### config.mk
export PLATFORM = sky130hd
export DESIGN_NAME = e3_rx_alarm_irq
export DESIGN_NICKNAME = d
export VERILOG_FILES = /design/src/rtl/e3_rx_alarm_irq.sv
export SDC_FILE = /design/constraint.sdc
export NUM_CORES = 1
export LEC_CHECK = 0
export BUFFER_PORTS_ARGS = -buffer_cell sky130_fd_sc_hd__buf_2
export CELL_PAD_IN_SITES_DETAIL_PLACEMENT = 1
export CELL_PAD_IN_SITES_GLOBAL_PLACEMENT = 1
export CORE_MARGIN = 10
export CORE_UTILIZATION = 39
export CTS_CLUSTER_SIZE = 20
export DETAILED_ROUTE_END_ITERATION = 8
export PLACE_DENSITY = 0.75
export SYNTH_ARGS = -nofsm -noshare
export SYNTH_HDL_FRONTEND = slang
export SYNTH_SLANG_ARGS = --single-unit
### constraint.sdc
create_clock -name clk -period 1.9 [get_ports clk]
set_clock_uncertainty 0.05 [all_clocks]
set_input_delay 0.095 -clock clk [delete_from_list [all_inputs] [get_ports clk]]
set_output_delay 0.095 -clock clk [all_outputs]
set_load 0.02 [all_outputs]
### src/rtl/e3_rx_alarm_irq.sv
module e3_rx_alarm_irq #(
  parameter int ADDR_W = 8,
  parameter int DATA_W = 8,
  parameter int TRACE_BYTES = 16,
  parameter logic [ADDR_W-1:0] EN_ADDR   = 8'h13,
  parameter logic [ADDR_W-1:0] STAT_ADDR = 8'h15,
  parameter logic [ADDR_W-1:0] FERF_ADDR = 8'h16,
  parameter logic [ADDR_W-1:0] TRC_BASE  = 8'h1C
) (
  input  logic                      clk,
  input  logic                      rst_n,
  input  logic [ADDR_W-1:0]         bus_addr,
  input  logic                      bus_wr,
  input  logic [DATA_W-1:0]         bus_wdata,
  input  logic                      bus_rd,
  output logic [DATA_W-1:0]         bus_rdata,
  input  logic                      frm_stb,
  input  logic                      frm_ferf,
  input  logic                      ev_febe,
  input  logic                      ev_bip,
  input  logic                      ev_fa,
  input  logic                      ev_ptm,
  input  logic                      trace_stb,
  input  logic [8*TRACE_BYTES-1:0]  trace_msg,
  output logic                      irq_n
);

  localparam int TRACE_W = 8 * TRACE_BYTES;
  localparam logic [DATA_W-1:0] BIT_MASK = DATA_W'(8'h5F);

  logic [DATA_W-1:0]  enable;
  logic [DATA_W-1:0]  status;
  logic               ferf_state;
  logic [TRACE_W-1:0] trace_q;
  logic               ferf_evt;
  logic               trace_evt;
  logic [DATA_W-1:0]  events;
  logic [DATA_W-1:0]  stat_clr;
  logic [DATA_W-1:0]  rd_mux;

  assign ferf_evt  = frm_stb && (frm_ferf != ferf_state);
  assign trace_evt = trace_stb && (trace_msg != trace_q);

  assign events = DATA_W'({1'b0, trace_evt, 1'b0, ev_febe,
                           ferf_evt, ev_bip, ev_fa, ev_ptm});

  assign stat_clr = (bus_rd && bus_addr == STAT_ADDR) ? status : '0;

  assign irq_n = ~|(status & enable);

  always_ff @(posedge clk) begin
    if (!rst_n) begin
      enable     <= '0;
      status     <= '0;
      ferf_state <= 1'b0;
      trace_q    <= '0;
    end else begin
      if (bus_wr && bus_addr == EN_ADDR)
        enable <= bus_wdata & BIT_MASK;
      status <= (status & ~stat_clr) | (events & enable & BIT_MASK);
      if (ferf_evt)
        ferf_state <= frm_ferf;
      if (trace_evt)
        trace_q <= trace_msg;
    end
  end

  always_comb begin
    rd_mux = '0;
    if (bus_addr == EN_ADDR)
      rd_mux = enable;
    else if (bus_addr == STAT_ADDR)
      rd_mux = status;
    else if (bus_addr == FERF_ADDR)
      rd_mux = DATA_W'(ferf_state);
    for (int i = 0; i < TRACE_BYTES; i++) begin
      if (int'(bus_addr) == int'(TRC_BASE) + i)
        rd_mux = DATA_W'(trace_q[8*i +: 8]);
    end
  end

  always_ff @(posedge clk) begin
    if (!rst_n)
      bus_rdata <= '0;
    else if (bus_rd)
      bus_rdata <= rd_mux;
  end

endmodule


# == Word level (Yosys, flattened, before mapping) ==
# Index checks and enable logic that the tools add are counted.
# op_classes
mul,0
n_shift,0
mux,20
n_lt_le_gt_ge,0
add_sub_neg,0
div,0
bitwise,5
reduce_logical,6
eq_ne,21
# ops
cell,n
8-bit two-way mux,19
128-bit inequality test,1
8-bit by 7-bit equality test with 1-bit output (second input constant),12
8-bit by 6-bit equality test with 1-bit output (second input constant),4
8-bit by 5-bit equality test with 1-bit output (second input constant),3
8-bit by 7-bit AND with 8-bit output,1
8-bit AND,1
8-bit NOT,1
8-bit by 7-bit bitwise OR with 8-bit output,1
8-bit OR reduction,1
7-bit AND,1
1-bit logical AND,4
1-bit logical NOT,1
1-bit two-way mux,1
1-bit inequality test,1
# word_totals
memories,0
wordCells,57
reg_bits,151
out_inout_bits,9
latchBits,0
ramBits,0
in_bits,155
rom_bits,0

# == Longest topological paths before layout ==
# Gate-level depths: netlist of run 1.
# logic_depth
depth_word,20
ltp_mapped,10
depth_no_buf,7

# == Least setup slack after synthesis of run 1 ==
# No wires, ideal clock.
# synth_timing
kind,reg-to-reg
startpoint,register trace_q[119]
endpoint,register trace_q[37]
arrival_ns,1.899
path_buffers,2
setup_time_ns,0.134
path_slack_ns,-0.183
synth_period_minus_slack_ns,2.083
t_required_ns,1.716
stages_incl_launch_ff,9
path_cell_list,dfxtp_1 inv_1 a22o_1 or4_1 nor3_2 buf_2 buf_2 o32a_1 o211ai_1
# synth_between
elab_chain_cells,2
# synth_lines
item,line_no,rtl
start: declaration,34,logic [TRACE_W-1:0] trace_q;
start signal: assignment,64,trace_q <= trace_msg;
128-bit inequality test,42,assign trace_evt = trace_stb && (trace_msg != trace_q);
1-bit logical AND,42,
# No other way between the ends.
# A chain may end at the register's enable or synchronous reset.

# == Worst setup path after layout of run 1 ==
# layout_timing
startpoint,register trace_q[20]
endpoint,register trace_q[105]
# The elaborated chain is that of the path after synthesis.

==> impl_metrics.tcl, run 1 <==
set metrics [dict create \
    cts_made_buffers 17 \
    grt_usage 0.389 \
    hold_viol 0 \
    die-area_um2 35500 \
    ys_seq_area_frac 0.274 \
    endpoint_kind "flop" \
    synthCells 1421 \
    timing.fmax_ghz 0.336 \
    slowest_stage "nor4_1" \
    cp_max_fo 8 \
    syn_nets 1576 \
    timing.hold.worst.class "input pin to flop" \
    critPathLaunch "trace_q[20]" \
    dr_total_vias 16900 \
    drtIter0Drc 2920 \
    setup_ws_ns -1.07 \
    total_leakage_power_nw 7.11 \
    clock_latency_ns 0.45 \
    worst-path-stages 9 \
    initial_core_util 0.397 \
    crit_path_start_kind "flop" \
    synth_ff_type "dfxtp_1" \
    fin_nets 2132 \
    synthesis.area_um2 11100 \
    cpMostUsedCell "nand4_1" \
    ys_types 59 \
    drt_pre_antenna_iters 7 \
    clock_sinks 151 \
    grt_overflow_total 0 \
    yosysWarningCount 0 \
    dp_hpwl_um 43100 \
    grt_pass1_vias 16700 \
    viasPerCell 7.14 \
    crit_chain "xor2_1, nor4_1, nand4_1, nor3_4, buf_12, buf_8, buf_16, nand4_1, o211ai_1" \
    die_height_um 188 \
    cap_viol_max_count 0 \
    die_w_um 188 \
    clock_path_buffers 2 \
    crit_required_ns 2.20 \
    finalSetupTns_ns -125.36 \
    rows 61 \
    dpl_worst_slack_ns -0.681 \
    synth_top_area_cell "dfxtp_1" \
    htree_levels 4 \
    whs_ns 0.0192 \
    endpoint "trace_q[105]" \
    fin_util 0.653 \
    setup_viol 137 \
    reg2reg_slack_ns -1.07 \
    tightest_slew_ns 0.909 \
    fp.coreArea_um2 27900 \
    synth_top_cell_area_share 0.274 \
    failed_checks "setup timing" \
    drive_gt1_frac 0.341 \
    min_period_ns 2.97 \
    worstPathArrival_ns 3.28 \
    io_pins 164 \
    areaGrowthSynthToFinish_pct 64.6 \
    grt_pass1_wl_um 108000 \
    synth.most_common_cell "nand3_1" \
    gp_congestion 0.999 \
    crit_type "flop to flop" \
    relSlewSlack 0.388 \
    hp-start "trace_msg[59]" \
    portBuffers 161 \
    grt_max_degree 132 \
    crit_buf_inv 3 \
    status "complete, but fails checks" \
    wl_um 78800 \
    r2r-end "trace_q[105]" \
    regToRegStartpoint "trace_q[20]" \
    rr_worst_depth 9 \
    wl_per_cell_um 33.3 \
    p_per_area_nw_per_um2 614 \
    synth_area_per_cell_um2 7.78 \
    synth_edf_count 0 \
    fin_crit_sh 1.56 \
    drc_errors 0 \
    cts_root_buf "clkbuf_16" \
    worst_path_largest_cell_delay_ns 0.83 \
    synth.top_cells.by_area "dfxtp_1, o32a_1, o211ai_1" \
    n_fill_cell 3204 \
    ys_ff_latch 151 \
    cts_tree "done" \
    rsz0062_at_grt "yes" \
    drv_slew 0 \
    vdd_drop_max_uv 529 \
    critPathTopFamily "simple AND/OR/NAND/NOR gates" \
    antenna_found_initial 2 \
    synth_commonest_cells "nand3_1, nand4_1, dfxtp_1, o211ai_1, inv_1" \
    final_antenna_net_count 0 \
    synth-async-reset-ratio 0 \
    cts.reportedPaths.clkPinSlew_ns 0.08 \
]
==> routing by layer <==
metal | vias up | part of all wire | track usage
li1 | 6641 | - | -
met1 | 8162 | 0.35 | 0.448
met2 | 1577 | 0.44 | 0.635
met3 | 535 | 0.12 | 0.105
met4 | 0 | 0.089 | 0.229
met5 | - | 0 | 0
==> stage by stage <==
| step | instances | power [mW] | instance area (um2) |
|---|---|---|---|
| after floorplan | 1421 | 4.94 | 11300 |
| after global placement | 2156 | 6.56 | 14700 |
| after detailed placement | 2156 | 6.65 | 14700 |
| after CTS | 2351 | 10.5 | 17600 |
| after global routing | 2369 | 11.3 | 18200 |
| final | 2370 | 11.2 | 18200 |
==> worst register-to-register path, delay by kind of cell, from the launching register on <==
| family | cells | cell delay [ns] |
|---|---|---|
| simple gates | 4 | 1.58 |
| buf+inv | 3 | 0.52 |
| flops | 1 | 0.33 |
| xor+xnor | 1 | 0.24 |
| compound gates | 1 | 0.15 |
==> cells in the final DEF, fill, tap and decap left out, types with 34 or more instances in the layout <==
cell type        n
buf_4          310
nand3_1        161
buf_2          155
nand4_1        153
dlygate4sd3_1  132
o211ai_1       131
dfxtp_1        131
inv_1          126
o32a_1         114
xnor2_1         81
nand2_1         35
buf_12          34
==> registers in the layout (all words and copies together), names as in the netlist <==
register and count:
bus_rdata 8, enable 6, ferf_state 1, status 8
trace_q 128
==> report_power, final <==
group          switching [mW]  internal [mW]  total [mW]
Combinational            2.07           1.65        3.72
Clock                    1.74           2.00        3.74
Sequential              0.260           3.44        3.70
Total                    4.07           7.10        11.2
==> how the worst min path moves through the flow <==
stage / to / cells past startpoint
after global routing: trace_q[59] / 3
after floorplan: ferf_state / 2
after CTS: trace_q[59] / 3
after global placement: enable[2] / 3
after detailed placement: enable[3] / 3
final: trace_q[59] / 3
==> cell families (layout without fill, tap and decap cells) <==
group                     count (synthesis)  after routing  synth area share
muxes                                    23             23            0.0237
other                                     0              2                 0
buffers and inverters                   279            848            0.0997
AOI/OAI and AO/OA                       426            426             0.302
and+or+nand+nor                         435            435             0.216
DFF                                     151            151             0.274
xor gates and xnor gates                107            107            0.0848
==> cell type report <==
type | count | area, um2 | area share
clock buffer | 20 | 447 | 0.0246
multi-input combinational | 991 | 7400 | 0.407
sequential | 151 | 3050 | 0.168
timing repair buffer | 689 | 6200 | 0.341
antenna | 2 | 5.00 | 0.000275
clock inverter | 12 | 143 | 0.00784
tap | 378 | 473 | 0.0260
inverter | 127 | 479 | 0.0263
==> repair_timing <==
action | CTS | global route
cloned | 17 | 10
resized for setup | 98 | 80
hold buffers | 132 | 0
pin swaps | 56 | 169
endpoints found under the hold margin | 125 | 0
setup buffers | 16 | 13
endpoints found under the setup margin | 135 | 138
Note: power is estimated with default switching activity, not from simulation.
==> run 2, diff against run 1 <==
- RECOVER_POWER: not set -> 25
==> impl_metrics.tcl, run 2 (synthesized netlist as in run 1, its figures left out) <==
set metrics [dict create \
    status "complete, but fails checks" \
    failed_checks "setup timing" \
    setup_viol 137 \
    final_cells 2370 \
    p_per_area_nw_per_um2 615 \
    areaGrowthSynthToFinish_pct 64.5 \
    crit_type "flop to flop" \
    drt_pre_antenna_iters 6 \
    cts_tree "done" \
    dp_hpwl_um 43100 \
    drv_slew 0 \
    clock_latency_ns 0.45 \
    gp_congestion 0.999 \
    portBuffers 161 \
    place_inst 2156 \
    viasPerCell 7.15 \
    initial_core_util 0.397 \
    largest_registers "trace_q: 128 flops, bus_rdata: 8 flops, status: 8 flops" \
    layout_commonest_cell "buf_4" \
    tightest_slew_ns 0.866 \
    hold_viol 0 \
    timing.hold.worst.class "input pin to flop" \
    crit_path_start_kind "flop" \
    wl_met3_um 9360 \
    vdd_drop_max_uv 529 \
    cts_root_buf "clkbuf_16" \
    clock_path_buffers 2 \
    min_period_ns 2.92 \
    fin_util 0.653 \
    cap_viol_max_count 0 \
    drtIter0Drc 2900 \
    cts_made_buffers 17 \
    die-area_um2 35500 \
    drc_errors 0 \
    drive_gt1_frac 0.338 \
    grt_pass1_vias 16700 \
    final_cell_mix "buf_4, nand3_1, nand4_1, buf_2, dlygate4sd3_1" \
    dpl_worst_slack_ns -0.681 \
    fin_nets 2132 \
    wl_met1_um 27500 \
    fin_crit_sh 1.54 \
    final_area_um2 18200 \
    hold_depth 3 \
    crit_required_ns 2.20 \
    grt_pass1_wl_um 108000 \
    top_register "trace_q" \
    setup_ws_ns -1.02 \
    wl_met2_um 34800 \
    worstPathArrival_ns 3.23 \
    rows 61 \
    final_antenna_net_count 0 \
    top_layer "met4" \
    antenna_found_initial 2 \
    wl_um 78700 \
    fp.coreArea_um2 27900 \
    rr_worst_depth 9 \
    endpoint_kind "flop" \
    dr_total_vias 16900 \
    grt_max_degree 132 \
    rsz0062_at_grt "yes" \
    grt_usage 0.389 \
    grt_overflow_total 0 \
    postPlaceCellArea_um2 14700 \
    finalSetupTns_ns -119.31 \
    cp_max_fo 8 \
    timing.fmax_ghz 0.342 \
    htree_levels 4 \
    clock_sinks 151 \
    wl_per_cell_um 33.2 \
    die_height_um 188 \
    die_w_um 188 \
    largest_reg_flops 128 \
    total_leakage_power_nw 7.09 \
    io_pins 164 \
    cts.reportedPaths.clkPinSlew_ns 0.08 \
    relSlewSlack 0.418 \
]
## run 2: power by group
group,internal [mW],switching [mW],total [mW]
clock,2.00,1.76,3.76
sequential,3.44,0.260,3.70
combinational,1.65,2.07,3.72
## run 2: layout make-up
cell class              count  area (um2)
flip-flops and latches    151        3050
repair buffers            689        6190
multi-input cells         991        7400
clock buffers              20         447
well taps                 378         473
fillers                  3208        9680
inverters                 127         479
clock inverters            12         143
diodes                      2        5.00
## run 2: worst max-delay path, cell delays in order, from the launching register on
cell,delay [ns]
dfxtp_2,0.33
xor2_1,0.24
nor4_1,0.79
nand4_1,0.27
nor3_4,0.32
buf_12,0.23
buf_8,0.16
buf_16,0.13
nand4_1,0.14
o211ai_1,0.15
## run 2: through the flow
stage	hold slack (ns)	power [mW]
after floorplan	0.192	4.94
after global placement	0.304	6.56
after detailed placement	0.311	6.65
after CTS	0.00506	10.5
after global routing	0.0387	11.3
final	0.0210	11.2
## run 2: worst paths after layout
path                   to  slack [ns]           from
max reg2reg  trace_q[105]       -1.02    trace_q[20]
min reg2reg     status[7]        0.45      status[7]
max          trace_q[105]       -1.02    trace_q[20]
min           trace_q[59]        0.02  trace_msg[59]
## run 2: per-layer routing
metal  GRT usage  up-vias
li1            -     6642
met2       0.635     1564
met1       0.448     8181
met4       0.229        0
met3       0.105      548
met5           0        -
## run 2: repair_timing
action,in CTS,in global routing
pin swaps,56,169
buffers inserted,16,13
hold endpoints to repair,125,0
resized for setup,98,80
gates cloned,17,10
setup endpoints to repair,135,138
hold buffers,132,0
